File: src/rtl/mcalu_pkg.sv
`timescale 1ns/1ps
package mcalu_pkg;
  localparam int unsigned DATA_W = 32;
  localparam int unsigned IMM_W  = 16;

  typedef enum logic [1:0] {
    CLS_UPPER = 2'b00,
    CLS_SLT   = 2'b01,
    CLS_ARITH = 2'b10,
    CLS_LOGIC = 2'b11
  } alu_class_e;

  typedef enum logic [1:0] {
    LF_AND = 2'b00,
    LF_OR  = 2'b01,
    LF_XOR = 2'b10,
    LF_NOR = 2'b11
  } logic_fn_e;

  typedef enum logic [1:0] {
    YS_FOUR = 2'b00,
    YS_YREG = 2'b01,
    YS_IMM  = 2'b10,
    YS_IMM4 = 2'b11
  } ysel_e;
endpackage

File: src/rtl/mcalu_opsel.sv
`timescale 1ns/1ps
module mcalu_opsel
  import mcalu_pkg::*;
#(
  parameter int unsigned DW = DATA_W,
  parameter int unsigned IW = IMM_W
) (
  input  logic [DW-1:0] pc_i,
  input  logic [DW-1:0] xreg_i,
  input  logic [DW-1:0] yreg_i,
  input  logic [IW-1:0] imm_i,
  input  logic          xsel_i,
  input  logic [1:0]    ysel_i,
  input  logic          zext_i,
  output logic [DW-1:0] opx_o,
  output logic [DW-1:0] opy_o
);
  localparam int unsigned EXT_W = DW - IW;

  logic [DW-1:0] imm_ext;
  logic [DW-1:0] imm_x4;

  always_comb begin
    if (zext_i) imm_ext = {{EXT_W{1'b0}}, imm_i};
    else        imm_ext = {{EXT_W{imm_i[IW-1]}}, imm_i};
    imm_x4 = {imm_ext[DW-3:0], 2'b00};
  end

  always_comb begin
    opx_o = xsel_i ? xreg_i : pc_i;
    unique case (ysel_e'(ysel_i))
      YS_FOUR: opy_o = DW'(4);
      YS_YREG: opy_o = yreg_i;
      YS_IMM:  opy_o = imm_ext;
      default: opy_o = imm_x4;
    endcase
  end

  // a zero-extended immediate never has upper bits set
  always_comb begin
    if (zext_i && ysel_i == 2'b10)
      a_r3_zext_upper: assert (opy_o[DW-1:IW] == '0)
        else $error("a_r3_zext_upper");
  end
endmodule

File: src/rtl/mcalu_addsub.sv
`timescale 1ns/1ps
module mcalu_addsub #(
  parameter int unsigned DW = 32
) (
  input  logic [DW-1:0] a_i,
  input  logic [DW-1:0] b_i,
  input  logic          sub_i,
  output logic [DW-1:0] sum_o,
  output logic          ovf_o
);
  logic [DW-1:0] b_eff;
  logic [DW-1:0] low;
  logic [1:0]    high;
  logic          c_msb;

  always_comb begin
    b_eff = b_i ^ {DW{sub_i}};
    low   = {1'b0, a_i[DW-2:0]} + {1'b0, b_eff[DW-2:0]} + {{(DW-1){1'b0}}, sub_i};
    c_msb = low[DW-1];
    high  = {1'b0, a_i[DW-1]} + {1'b0, b_eff[DW-1]} + {1'b0, c_msb};
    sum_o = {high[0], low[DW-2:0]};
    ovf_o = high[1] ^ c_msb;
  end

  // carry-based overflow agrees with the operand/result sign rule
  always_comb begin
    a_r5_ovf_sign_rule: assert (ovf_o ==
        ((a_i[DW-1] == b_eff[DW-1]) && (sum_o[DW-1] != a_i[DW-1])))
      else $error("a_r5_ovf_sign_rule");
  end
endmodule

File: src/rtl/mcalu_logic.sv
`timescale 1ns/1ps
module mcalu_logic
  import mcalu_pkg::*;
#(
  parameter int unsigned DW = DATA_W
) (
  input  logic [DW-1:0] a_i,
  input  logic [DW-1:0] b_i,
  input  logic [1:0]    fn_i,
  output logic [DW-1:0] y_o
);
  always_comb begin
    unique case (logic_fn_e'(fn_i))
      LF_AND:  y_o = a_i & b_i;
      LF_OR:   y_o = a_i | b_i;
      LF_XOR:  y_o = a_i ^ b_i;
      default: y_o = ~(a_i | b_i);
    endcase
  end

  // AND never sets a bit absent from either input; NOR clears every bit set in an input
  always_comb begin
    if (fn_i == 2'b00)
      a_r7_and_subset: assert (((y_o & ~a_i) | (y_o & ~b_i)) == '0)
        else $error("a_r7_and_subset");
    if (fn_i == 2'b11)
      a_r7_nor_disjoint: assert (((y_o & a_i) | (y_o & b_i)) == '0)
        else $error("a_r7_nor_disjoint");
  end
endmodule

File: src/rtl/mcalu_core.sv
`timescale 1ns/1ps
module mcalu_core
  import mcalu_pkg::*;
#(
  parameter int unsigned DW = DATA_W,
  parameter int unsigned IW = IMM_W
) (
  input  logic [DW-1:0] pc_i,
  input  logic [DW-1:0] xreg_i,
  input  logic [DW-1:0] yreg_i,
  input  logic [IW-1:0] imm_i,
  input  logic          xsel_i,
  input  logic [1:0]    ysel_i,
  input  logic [1:0]    fn_class_i,
  input  logic [1:0]    logic_fn_i,
  input  logic          sub_i,
  output logic [DW-1:0] result_o,
  output logic          zero_o,
  output logic          sign_o,
  output logic          ovf_o
);
  localparam int unsigned LOW_W = DW - IW;

  alu_class_e    cls;
  logic          zext;
  logic          sub_eff;
  logic [DW-1:0] opx;
  logic [DW-1:0] opy;
  logic [DW-1:0] sum;
  logic          ovf_raw;
  logic [DW-1:0] lres;
  logic [DW-1:0] upper;
  logic [DW-1:0] slt_res;

  always_comb begin
    cls     = alu_class_e'(fn_class_i);
    zext    = (cls == CLS_LOGIC);
    sub_eff = sub_i | (cls == CLS_SLT);
  end

  mcalu_opsel #(.DW(DW), .IW(IW)) u_opsel (
    .pc_i   (pc_i),
    .xreg_i (xreg_i),
    .yreg_i (yreg_i),
    .imm_i  (imm_i),
    .xsel_i (xsel_i),
    .ysel_i (ysel_i),
    .zext_i (zext),
    .opx_o  (opx),
    .opy_o  (opy)
  );

  mcalu_addsub #(.DW(DW)) u_addsub (
    .a_i   (opx),
    .b_i   (opy),
    .sub_i (sub_eff),
    .sum_o (sum),
    .ovf_o (ovf_raw)
  );

  mcalu_logic #(.DW(DW)) u_logic (
    .a_i  (opx),
    .b_i  (opy),
    .fn_i (logic_fn_i),
    .y_o  (lres)
  );

  always_comb begin
    upper   = {imm_i, {LOW_W{1'b0}}};
    slt_res = {{(DW-1){1'b0}}, sum[DW-1] ^ ovf_raw};
    unique case (cls)
      CLS_UPPER: result_o = upper;
      CLS_SLT:   result_o = slt_res;
      CLS_ARITH: result_o = sum;
      default:   result_o = lres;
    endcase
    ovf_o  = ovf_raw & (cls == CLS_ARITH);
    zero_o = ~|result_o;
    sign_o = result_o[DW-1];
  end

  always_comb begin
    if (fn_class_i == 2'b00)
      a_r8_upper_low_clear: assert (result_o[LOW_W-1:0] == '0)
        else $error("a_r8_upper_low_clear");
    if (fn_class_i == 2'b01)
      a_r6_slt_single_bit: assert (result_o[DW-1:1] == '0)
        else $error("a_r6_slt_single_bit");
    if (fn_class_i != 2'b10)
      a_r5_no_overflow: assert (!ovf_o)
        else $error("a_r5_no_overflow");
  end
endmodule

File: config.mk
export PLATFORM = sky130hd
export DESIGN_NAME = mcalu_core
export DESIGN_NICKNAME = d
export VERILOG_FILES = /design/src/rtl/mcalu_pkg.sv /design/src/rtl/mcalu_opsel.sv /design/src/rtl/mcalu_addsub.sv /design/src/rtl/mcalu_logic.sv /design/src/rtl/mcalu_core.sv
export SDC_FILE = /design/constraint.sdc
export NUM_CORES = 1
export LEC_CHECK = 0
export BUFFER_PORTS_ARGS = -buffer_cell sky130_fd_sc_hd__buf_2
export CORE_MARGIN = 2
export CORE_UTILIZATION = 45
export DETAILED_ROUTE_END_ITERATION = 8
export PLACE_DENSITY_LB_ADDON = 0.3
export SETUP_SLACK_MARGIN = 0.15
export SLEW_MARGIN = 0
export SYNTH_ARGS = -nofsm -noshare
export SYNTH_HDL_FRONTEND = slang
export SYNTH_SLANG_ARGS = --single-unit
File: constraint.sdc
create_clock -name vclk -period 7.8
set_input_delay 0 -clock vclk [all_inputs]
set_output_delay 0 -clock vclk [all_outputs]
set_load 0.05 [all_outputs]
# ---- After elaboration in Yosys (flattened, before gate mapping)
# Index checks and enable logic that the tools add are counted.
dict set report classes {
  add_sub_neg 4
  n_eq_ne 7
  mux 5
  bitwise 9
  reduce_logical 5
}
# operator count
set ops {}
lappend ops {{32-bit one-hot mux with 3 select lines} 3}
lappend ops {{32-bit two-way mux} 2}
lappend ops {{32-bit XOR} 2}
lappend ops {{31-bit by 31-bit adder with 32-bit output} 1}
lappend ops {{32-bit by 1-bit adder with 32-bit output} 1}
lappend ops {{32-bit AND} 1}
lappend ops {{32-bit inverter} 1}
lappend ops {{32-bit OR} 1}
lappend ops {{32-bit OR reduction} 1}
lappend ops {{2-bit equality test, second input constant} 4}
lappend ops {{2-bit by 1-bit equality test with 1-bit output, second input constant} 3}
lappend ops {{2-bit zero test} 3}
lappend ops {{1-bit by 1-bit adder with 2-bit output} 1}
lappend ops {{2-bit by 1-bit adder with 2-bit output} 1}
lappend ops {{1-bit XOR} 2}
lappend ops {{1-bit AND} 1}
lappend ops {{1-bit zero test} 1}
lappend ops {{1-bit OR} 1}
dict set report word_totals {
  reg_bits 0
  inputBits 120
  output_inout_bits 35
}

# ---- Longest topological paths before layout
# Gate-level depths: netlist of run 1.
dict set report logic_depth {
  ltp_word 12
  depth_mapped 26
  depth_no_buf 23
}

# ---- Hierarchy
# A second synthesis of run 1 with hierarchy kept.
dict set report hier_totals {
  hier_cells 836
  area_unflattened_um2 6237.2
}
# module instances cells_each area_per_inst_um2 seq_area_each_um2
set by_module_without_submodules {}
lappend by_module_without_submodules {mcalu_logic 1 306 2242.2 0.0}
lappend by_module_without_submodules {mcalu_addsub 1 311 2188.3 0.0}
lappend by_module_without_submodules {mcalu_opsel 1 113 985.9 0.0}
lappend by_module_without_submodules {mcalu_core 1 106 820.8 0.0}

# ---- Worst setup path before layout of run 1
# No wires, ideal clock.
dict set report synth_path {
  path_kind {input to output}
  start {in ysel_i[0]}
  end {out zero_o}
  arrival_time_ns 6.236
  t_required_ns 7.800
  setup_slack_ns 1.564
  cell_stages 23
  path_buffers 2
  cell_sequence {clkbuf_1 -> nor2b_1 -> clkbuf_1 -> a22o_1 -> xnor2_1 -> ha_1 -> a21o_1 -> or3b_2 -> a21oi_1 -> a2111oi_4 -> o21a_1 -> a21oi_1 -> o21bai_1 -> a21o_1 -> fa_1 -> o21ai_0 -> o21ai_1 -> a2111oi_0 -> nand4bb_1 -> or4_1 -> nor4_1 -> nand4_1 -> nor3_2}
}
dict set report synth_via {
  word_cells_on_any_way 19
}
# item line_no
set synth_lines {}
lappend synth_lines {{from (decl)} mcalu_core.sv:13} ;# input logic [1:0] ysel_i,
lappend synth_lines {{2-bit equality test, or another cell as far along} n/a}
lappend synth_lines {{32-bit one-hot mux with 3 select lines *} mcalu_opsel.sv:31} ;# unique case (ysel_e'(ysel_i))
lappend synth_lines {{32-bit XOR} mcalu_addsub.sv:17} ;# b_eff = b_i ^ {DW{sub_i}};
lappend synth_lines {{31-bit by 31-bit adder with 32-bit output} mcalu_addsub.sv:18} ;# low = {1'b0, a_i[DW-2:0]} + {1'b0, b_eff[DW-2:0]} + {{(DW-1){1'b0}}, sub_i};
lappend synth_lines {{32-bit by 1-bit adder with 32-bit output} mcalu_addsub.sv:18}
lappend synth_lines {{2-bit by 1-bit adder with 2-bit output} mcalu_addsub.sv:20} ;# high = {1'b0, a_i[DW-1]} + {1'b0, b_eff[DW-1]} + {1'b0, c_msb};
lappend synth_lines {{32-bit one-hot mux with 3 select lines *} mcalu_core.sv:71} ;# unique case (cls)
lappend synth_lines {{net sign_o} mcalu_core.sv:19} ;# output logic sign_o,
lappend synth_lines {{32-bit OR reduction *} mcalu_core.sv:78} ;# zero_o = ~|result_o;
lappend synth_lines {{1-bit zero test *} mcalu_core.sv:78}
lappend synth_lines {{to (decl)} mcalu_core.sv:18} ;# output logic zero_o,
# The timed path passes the listed nets; every way through them passes the cells marked *.

# ---- Worst setup path in the final report of run 1
dict set report layout_path {
  start {in fn_class_i[1]}
  end {out zero_o}
}
dict set report layout_via {
  elab_chain_cells 12
  word_cells_on_any_way 22
}
# item line_no
set layout_rtl {}
lappend layout_rtl {{from (decl)} mcalu_core.sv:14} ;# input logic [1:0] fn_class_i,
lappend layout_rtl {{2-bit equality test} mcalu_core.sv:37} ;# zext = (cls == CLS_LOGIC);
lappend layout_rtl {{32-bit two-way mux} mcalu_opsel.sv:24} ;# if (zext_i) imm_ext = {{EXT_W{1'b0}}, imm_i};
lappend layout_rtl {{32-bit one-hot mux with 3 select lines} mcalu_opsel.sv:31}
lappend layout_rtl {{32-bit XOR} mcalu_addsub.sv:17}
lappend layout_rtl {{31-bit by 31-bit adder with 32-bit output} mcalu_addsub.sv:18}
lappend layout_rtl {{32-bit by 1-bit adder with 32-bit output} mcalu_addsub.sv:18}
lappend layout_rtl {{2-bit by 1-bit adder with 2-bit output} mcalu_addsub.sv:20}
lappend layout_rtl {{1-bit XOR} mcalu_addsub.sv:22} ;# ovf_o = high[1] ^ c_msb;
lappend layout_rtl {{1-bit XOR} mcalu_core.sv:70} ;# slt_res = {{(DW-1){1'b0}}, sum[DW-1] ^ ovf_raw};
lappend layout_rtl {{32-bit one-hot mux with 3 select lines *} mcalu_core.sv:71}
lappend layout_rtl {{32-bit OR reduction *} mcalu_core.sv:78}
lappend layout_rtl {{1-bit zero test *} mcalu_core.sv:78}
# Mark *: on every way between the ends. The rest lies on a longest branch, timed or not.

==> results.txt, run 1 <==
status: finished clean
FILL cells: 1317
HPWL after DPL: 15.3 mm
Crit. End Element: output pin
Yosys top cell by area: ha_1
Ports: 155
Fmax: 151 MHz
fin area: 0.00650 sq mm
worst-margin pin slew: 1160 ps
Hold Crit Class: in -> out
CP max stage cell: and2_2
worst vdd ir: 0.0000879 V
grt peak-use layer: met2
CTS Hold Bufs: 0
# DRC: 0
total gr overflow: 0
fraction of layout cells with a size suffix above 1: 23.1%
Seq Cell Count: 0
cell row count: 41
Final Hold Fails: 0
pwr/cell area: 127 mW/mm^2
number of diodes: 0
die extent in y: 117 um
Syn. warnings: 0
data arrival time of the critical path: 6640 ps
post-CTS sizing: 0
Final ANT Viol Nets: 0
drt pass-1 iters: 6
Setup violations, final: 0
fin. max-slew vios: 0
grt met3 use: 2.59%
Top delay family on crit path: simple AND/OR/NAND/NOR gates
Critical Path, Cell by Cell: buf_2 -> nand2b_1 -> and2_2 -> xnor2_1 -> ha_1 -> a21o_1 -> or3b_2 -> a21oi_1 -> a2111oi_4 -> o21a_1 -> a21oi_1 -> o21bai_1 -> a21o_1 -> fa_1 -> o21ai_0 -> o21ai_1 -> a2111oi_0 -> nand4bb_1 -> or4_1 -> nor4_1 -> nand4_1 -> nor3_2 -> buf_2
Die Wd: 117 um
Layout Cells excl Fill: 1093
wire per inst: 17.4 um
setup TNS: 0 ps
library cells used by synthesis: 72
largest net degree at the start of global routing: 92
first-pass GRT wire length: 29.6 mm
via count: 6273
Max Cap Viol: 0
Port Buffers: 155
Max stage delay on crit path: 580 ps
Crit Path Category: in -> out
Mapped Cells: 816
largest cells by area after synthesis: ha_1 (21%), mux2_2 (6.3%), o21ai_0 (6.1%)
Max transition margin: 22.5%
full die area: 0.0136 sq mm
Iter 0 DRT Violations: 529
initial antenna violation count: 0
Leak: 3.30 nW
sequential cell area: 0 sq um
CP Launch Type: input port
Final Critical Period: 6640 ps
placed instance area: 0.00650 sq mm
share of the yosys chip area belonging to registers: 0%
Finished Core Util: 52.0%
number of global-route vias before repair: 5828
Placed Cells: 1093
post-synthesis area per instance: 7.00 sq um
Syn Nets: 1033
M2 GR Usage: 47.5%
GP Congestion: 1.04
P&R area growth vs syn: 13.8%
synthesized area: 0.00571 sq mm
Core Box Area: 0.0125 sq mm
final WL: 19.0 mm
critical path required time: 7800 ps
DR vias/cell: 5.74
post-synth top area share: 20.6%
post-CTS setup buffers: 0
met1 Resource Use GR: 35.5%
Tcrit/Tclk final: 85.2%
Worst Path Buf+Inv: 2
Tot Pwr: 0.824 mW
clock buffer count: 0
Initial Util: 45.7%
Total GRT Usage: 27.4%
Critical Path Fanout Max: 29
RSZ-0062 raised after global routing: no
# nets final: 1140
[path summary, 6_finish.rpt]
| kind | slack, ps | endpoint | from | cells past startpoint |
|---|---|---|---|---|
| setup / recovery | 1160 | zero_o | fn_class_i[1] | 23 |
| hold / removal | 510 | sign_o | imm_i[15] | 4 |
[cell usage in the layout (no fill, tap or decap), types with 16 or more instances in the layout]
master	Yosys	routed
buf_2	8	155
ha_1	94	94
inv_1	89	89
o21ai_0	70	70
nand2_1	66	66
a21oi_1	58	58
nor2_1	40	40
mux2_2	32	32
xor2_1	31	31
mux2i_1	28	28
xnor2_1	23	23
nor2b_1	23	22
nand3_1	16	16
[synth_stat cells (all sizes together), types with 4 or more instances]
library cell	n
a2111oi	4
a211o	4
a211oi	12
a21o	15
a21oi	58
a22o	15
a22oi	8
a31oi	6
and2	9
and3	5
buf	16
clkbuf	39
ha	94
inv	90
mux2	33
mux2i	29
nand2	66
nand2b	4
nand3	16
nand4	12
nor2	40
nor2b	23
nor3	11
o211ai	6
o21a	11
o21ai	75
o21bai	9
o22ai	5
o31ai	7
xnor2	23
xor2	31
[cell families (layout without fill, tap and decap cells)]
family | after synthesis | after routing | synth area share (%)
buffers and inverters | 146 | 251 | 10.2
and+or+nand+nor | 203 | 203 | 17.6
AOI/OAI and AO/OA | 254 | 254 | 30.4
xor gates and xnor gates | 54 | 54 | 8.28
adders and majority gates | 97 | 97 | 21.6
muxes | 62 | 62 | 11.9
[metal layers]
layer | share of wire [%] | up-vias
li1 | - | 3099
met1 | 42 | 2844
met2 | 46 | 283
met3 | 8.1 | 47
met4 | 3.4 | 0
met5 | 0 | -
[stage by stage]
stage               worst slack [ps]  hold WS, ps
finish                          1160          506
global route                     771          505
CTS                             1190          492
detailed placement              1220          492
global placement                1350          484
floorplan                       1560          300
[layout make-up]
class | count | area [sq um] | share of cell area [%]
multi-input combinational | 670 | 5130 | 78.9
timing repair buffer | 160 | 813 | 12.5
inverter | 91 | 342 | 5.25
tap | 172 | 215 | 3.31
[power breakdown]
| group | switching (mW) | total [mW] | internal, mW | leakage [nW] |
|---|---|---|---|---|
| sequential | 0 | 0 | 0 | 0 |
| clock | 0 | 0 | 0 | 0 |
| combinational | 0.533 | 0.824 | 0.291 | 3.30 |
(Power assumes the default switching activity.)
==> run 2: changes to the inputs <==
- CORE_UTILIZATION: 45 -> 62
- SYNTH_HIERARCHICAL: unset -> 1
==> run 2 against run 1 <==
Compared with the run above: critical path depth shrank 4; core utilization rose by 17 points; die area fell by 20%; clock-buffer cell count unchanged; global-route usage up 5.9 points; synthesized cell count rose by 2.5%; cell area up 4.2%; area after synthesis increased by 9.2%; sequential cell count is the same; wire length decreased by 1.1%; worst hold slack better by 88 ps.
==> results.txt, run 2 <==
status: finished clean (unchanged)
setup TNS: 0 ps (unchanged)
number of global-route vias before repair: 6057 (was 5828)
die extent in y: 104 um (was 117 um)
CTS Hold Bufs: 0 (unchanged)
Leak: 3.59 nW (was 3.30 nW)
pwr/cell area: 137 mW/mm^2 (was 127 mW/mm^2)
grt met3 use: 2.63% (was 2.59%)
Final Hold Fails: 0 (unchanged)
Critical Path Fanout Max: 23 (was 29)
complex-gate fraction of the synthesized area: 23.0% (was 30.4%)
data arrival time of the critical path: 5470 ps (was 6640 ps)
worst-margin pin slew: 801 ps (was 1160 ps)
Setup violations, final: 0 (unchanged)
synthesized area: 0.00624 sq mm (was 0.00571 sq mm)
share of power burned in registers: 0% (about the same)
via count: 6351 (was 6273)
initial antenna violation count: 1 (was 0)
met1 Resource Use GR: 41.9% (was 35.5%)
Clk pwr share: 0% (about the same)
final WL: 18.8 mm (was 19.0 mm)
Synth Area in Simple Gates: 16.8% (was 17.6%)
Ports: 155 (unchanged)
largest net degree at the start of global routing: 65 (was 92)
Core Box Area: 0.00977 sq mm (was 0.0125 sq mm)
post-CTS setup buffers: 0 (unchanged)
most instantiated cells after synthesis: nand2_1 (104), ha_1 (94), inv_1 (71), mux2i_1 (51), xor2_1 (47) (was ha_1 (94), inv_1 (89), o21ai_0 (70), nand2_1 (66), a21oi_1 (58))
Fmax: 183 MHz (was 151 MHz)
Final ANT Viol Nets: 0 (unchanged)
combinational family with the most area after synthesis: compound AO/OA/AOI/OAI gates (unchanged)
Total GRT Usage: 33.2% (was 27.4%)
RSZ-0062 raised after global routing: no (unchanged)
fin. max-slew vios: 0 (unchanged)
share of the yosys chip area belonging to registers: 0% (unchanged)
Min Hold Slack: 594 ps (was 506 ps)
post-CTS sizing: 0 (unchanged)
number of diodes: 0 (unchanged)
M2 GR Usage: 61.2% (was 47.5%)
first-pass GRT wire length: 30.1 mm (was 29.6 mm)
Die Wd: 104 um (was 117 um)
# nets final: 1153 (was 1140)
library cells used by synthesis: 69 (was 72)
full die area: 0.0109 sq mm (was 0.0136 sq mm)
Max transition margin: 46.6% (was 22.5%)
GP Congestion: 1.02 (was 1.04)
Comb pwr share: 100.0% (about the same)
wire per inst: 17.6 um (was 17.4 um)
most frequent cells in the layout: buf_2 (154), nand2_1 (104), ha_1 (94) (was buf_2 (155), ha_1 (94), inv_1 (89))
HPWL after DPL: 15.4 mm (was 15.3 mm)
Final Critical Period: 5470 ps (was 6640 ps)
Tcrit/Tclk final: 70.2% (was 85.2%)
sequential cell area: 0 sq um (unchanged)
Yosys top cell by area: ha_1 (unchanged)
# DRC: 0 (unchanged)
CP Launch Type: input port (unchanged)
Switch Pwr: 0.587 mW (was 0.533 mW)
Mapped Cells: 836 (was 816)
xor/xnor cell area share of the yosys netlist: 8.14% (was 8.28%)
total gr overflow: 0 (unchanged)
Seq Cell Count: 0 (unchanged)
post-synthesis area per instance: 7.46 sq um (was 7.00 sq um)
Port Buffers: 155 (unchanged)
P&R area growth vs syn: 8.69% (was 13.8%)
largest cells by area after synthesis: ha_1 (19%), mux2i_1 (8.2%), mux2_4 (7.0%) (was ha_1 (21%), mux2_2 (6.3%), o21ai_0 (6.1%))
Iter 0 DRT Violations: 332 (was 529)
clock buffer count: 0 (unchanged)
critical path required time: 7800 ps (about the same)
Crit Path Category: in -> out (unchanged)
Syn. warnings: 6 (was 0)
Syn Nets: 1052 (was 1033)
Post-Synth Adder-Cell Area: 19.5% (was 21.6%)
cell row count: 36 (was 41)
post-synth top area share: 18.9% (was 20.6%)
Initial Util: 63.8% (was 45.7%)
Hold Crit Class: in -> out (unchanged)
grt peak-use layer: met2 (unchanged)
worst vdd ir: 0.000139 V (was 0.0000879 V)
Crit. End Element: output pin (unchanged)
Sw Ratio: 63.4% (was 64.7%)
post-synthesis mux area share: 21.3% (was 11.9%)
drt pass-1 iters: 5 (was 6)
Max Cap Viol: 0 (unchanged)
fraction of layout cells with a size suffix above 1: 25.6% (was 23.1%)
Pint: 0.339 mW (was 0.291 mW)
most frequent cell after synthesis: nand2_1 (was ha_1)
commonest non-fill, non-tap cell in the layout: buf_2 (unchanged)
DR vias/cell: 5.95 (was 5.74)
[run 2: cell types whose count changed after synthesis, moves of 13 or more]
cell      change
a21o_1       +13
a21oi_1      -18
a22o_1       -15
buf_6        +14
clkbuf_1     -26
inv_1        -18
mux2_4       +28
mux2i_1      +23
nand2_1      +38
nor2b_1      -14
o21ai_0      -29
o21ai_1      +31
xor2_1       +16
[run 2: kinds of logic (layout without fill, tap and decap cells)]
logic type	Yosys count	in the layout
AO/OA/AOI/OAI	218	218
XOR/XNOR	58	58
adder cells (fa/ha/maj)	96	96
buffers and inverters	132	231
multiplexers	114	114
AND/OR/NAND/NOR	218	218
[run 2: layer usage]
layer | routed length (um) | share of wire, % | up-vias
met2 | 9090 | 48 | 276
met5 | 19 | 0.10 | -
li1 | - | - | 3145
met1 | 8000 | 43 | 2898
met4 | 429 | 2.3 | 2
met3 | 1280 | 6.8 | 30
[run 2: final timing paths]
path | to | start | slack, ps | cells after the start
worst min-delay path | result_o[24] | imm_i[8] | 590 | 4
worst max-delay path | zero_o | fn_class_i[1] | 2330 | 19
[run 2: area by class of cell]
type	instances	area, sq um
multi-input cells	704	5530
fillers	899	3000
repair buffers	159	808
inverters	72	270
well taps	133	166
[run 2: through the flow]
step                      utilization (%)  total power [mW]  std cells  area (sq um)  setup slack, ps
after floorplan                         -             0.716        836          6240             2530
after global placement               69.4             0.903       1068          6780             2410
after detailed placement             69.4             0.907       1068          6780             2380
after CTS                            69.4             0.910       1068          6780             2390
after global routing                 69.4              1.00       1068          6780             2030
final                                69.4             0.927       1068          6780             2330
[run 2: critical path: stages]
cell,delay (ps)
buf_2,520
inv_2,270
a21o_1,530
buf_4,390
xor2_1,200
ha_1,430
o21ai_1,130
a2111oi_0,500
o211a_1,250
o21a_1,110
nor2_1,70
fa_1,520
inv_1,60
mux2i_1,130
o2bb2ai_1,130
nor4_1,370
nand4_1,210
nor4_2,320
buf_2,310
[run 2: power groups by stage]
| stage | sequential (mW) | combinational (mW) | clock (mW) |
|---|---|---|---|
| floorplan | 0 | 0.716 | 0 |
| global placement | 0 | 0.903 | 0 |
| detailed placement | 0 | 0.907 | 0 |
| CTS | 0 | 0.910 | 0 |
| global route | 0 | 1.00 | 0 |
| finish | 0 | 0.927 | 0 |
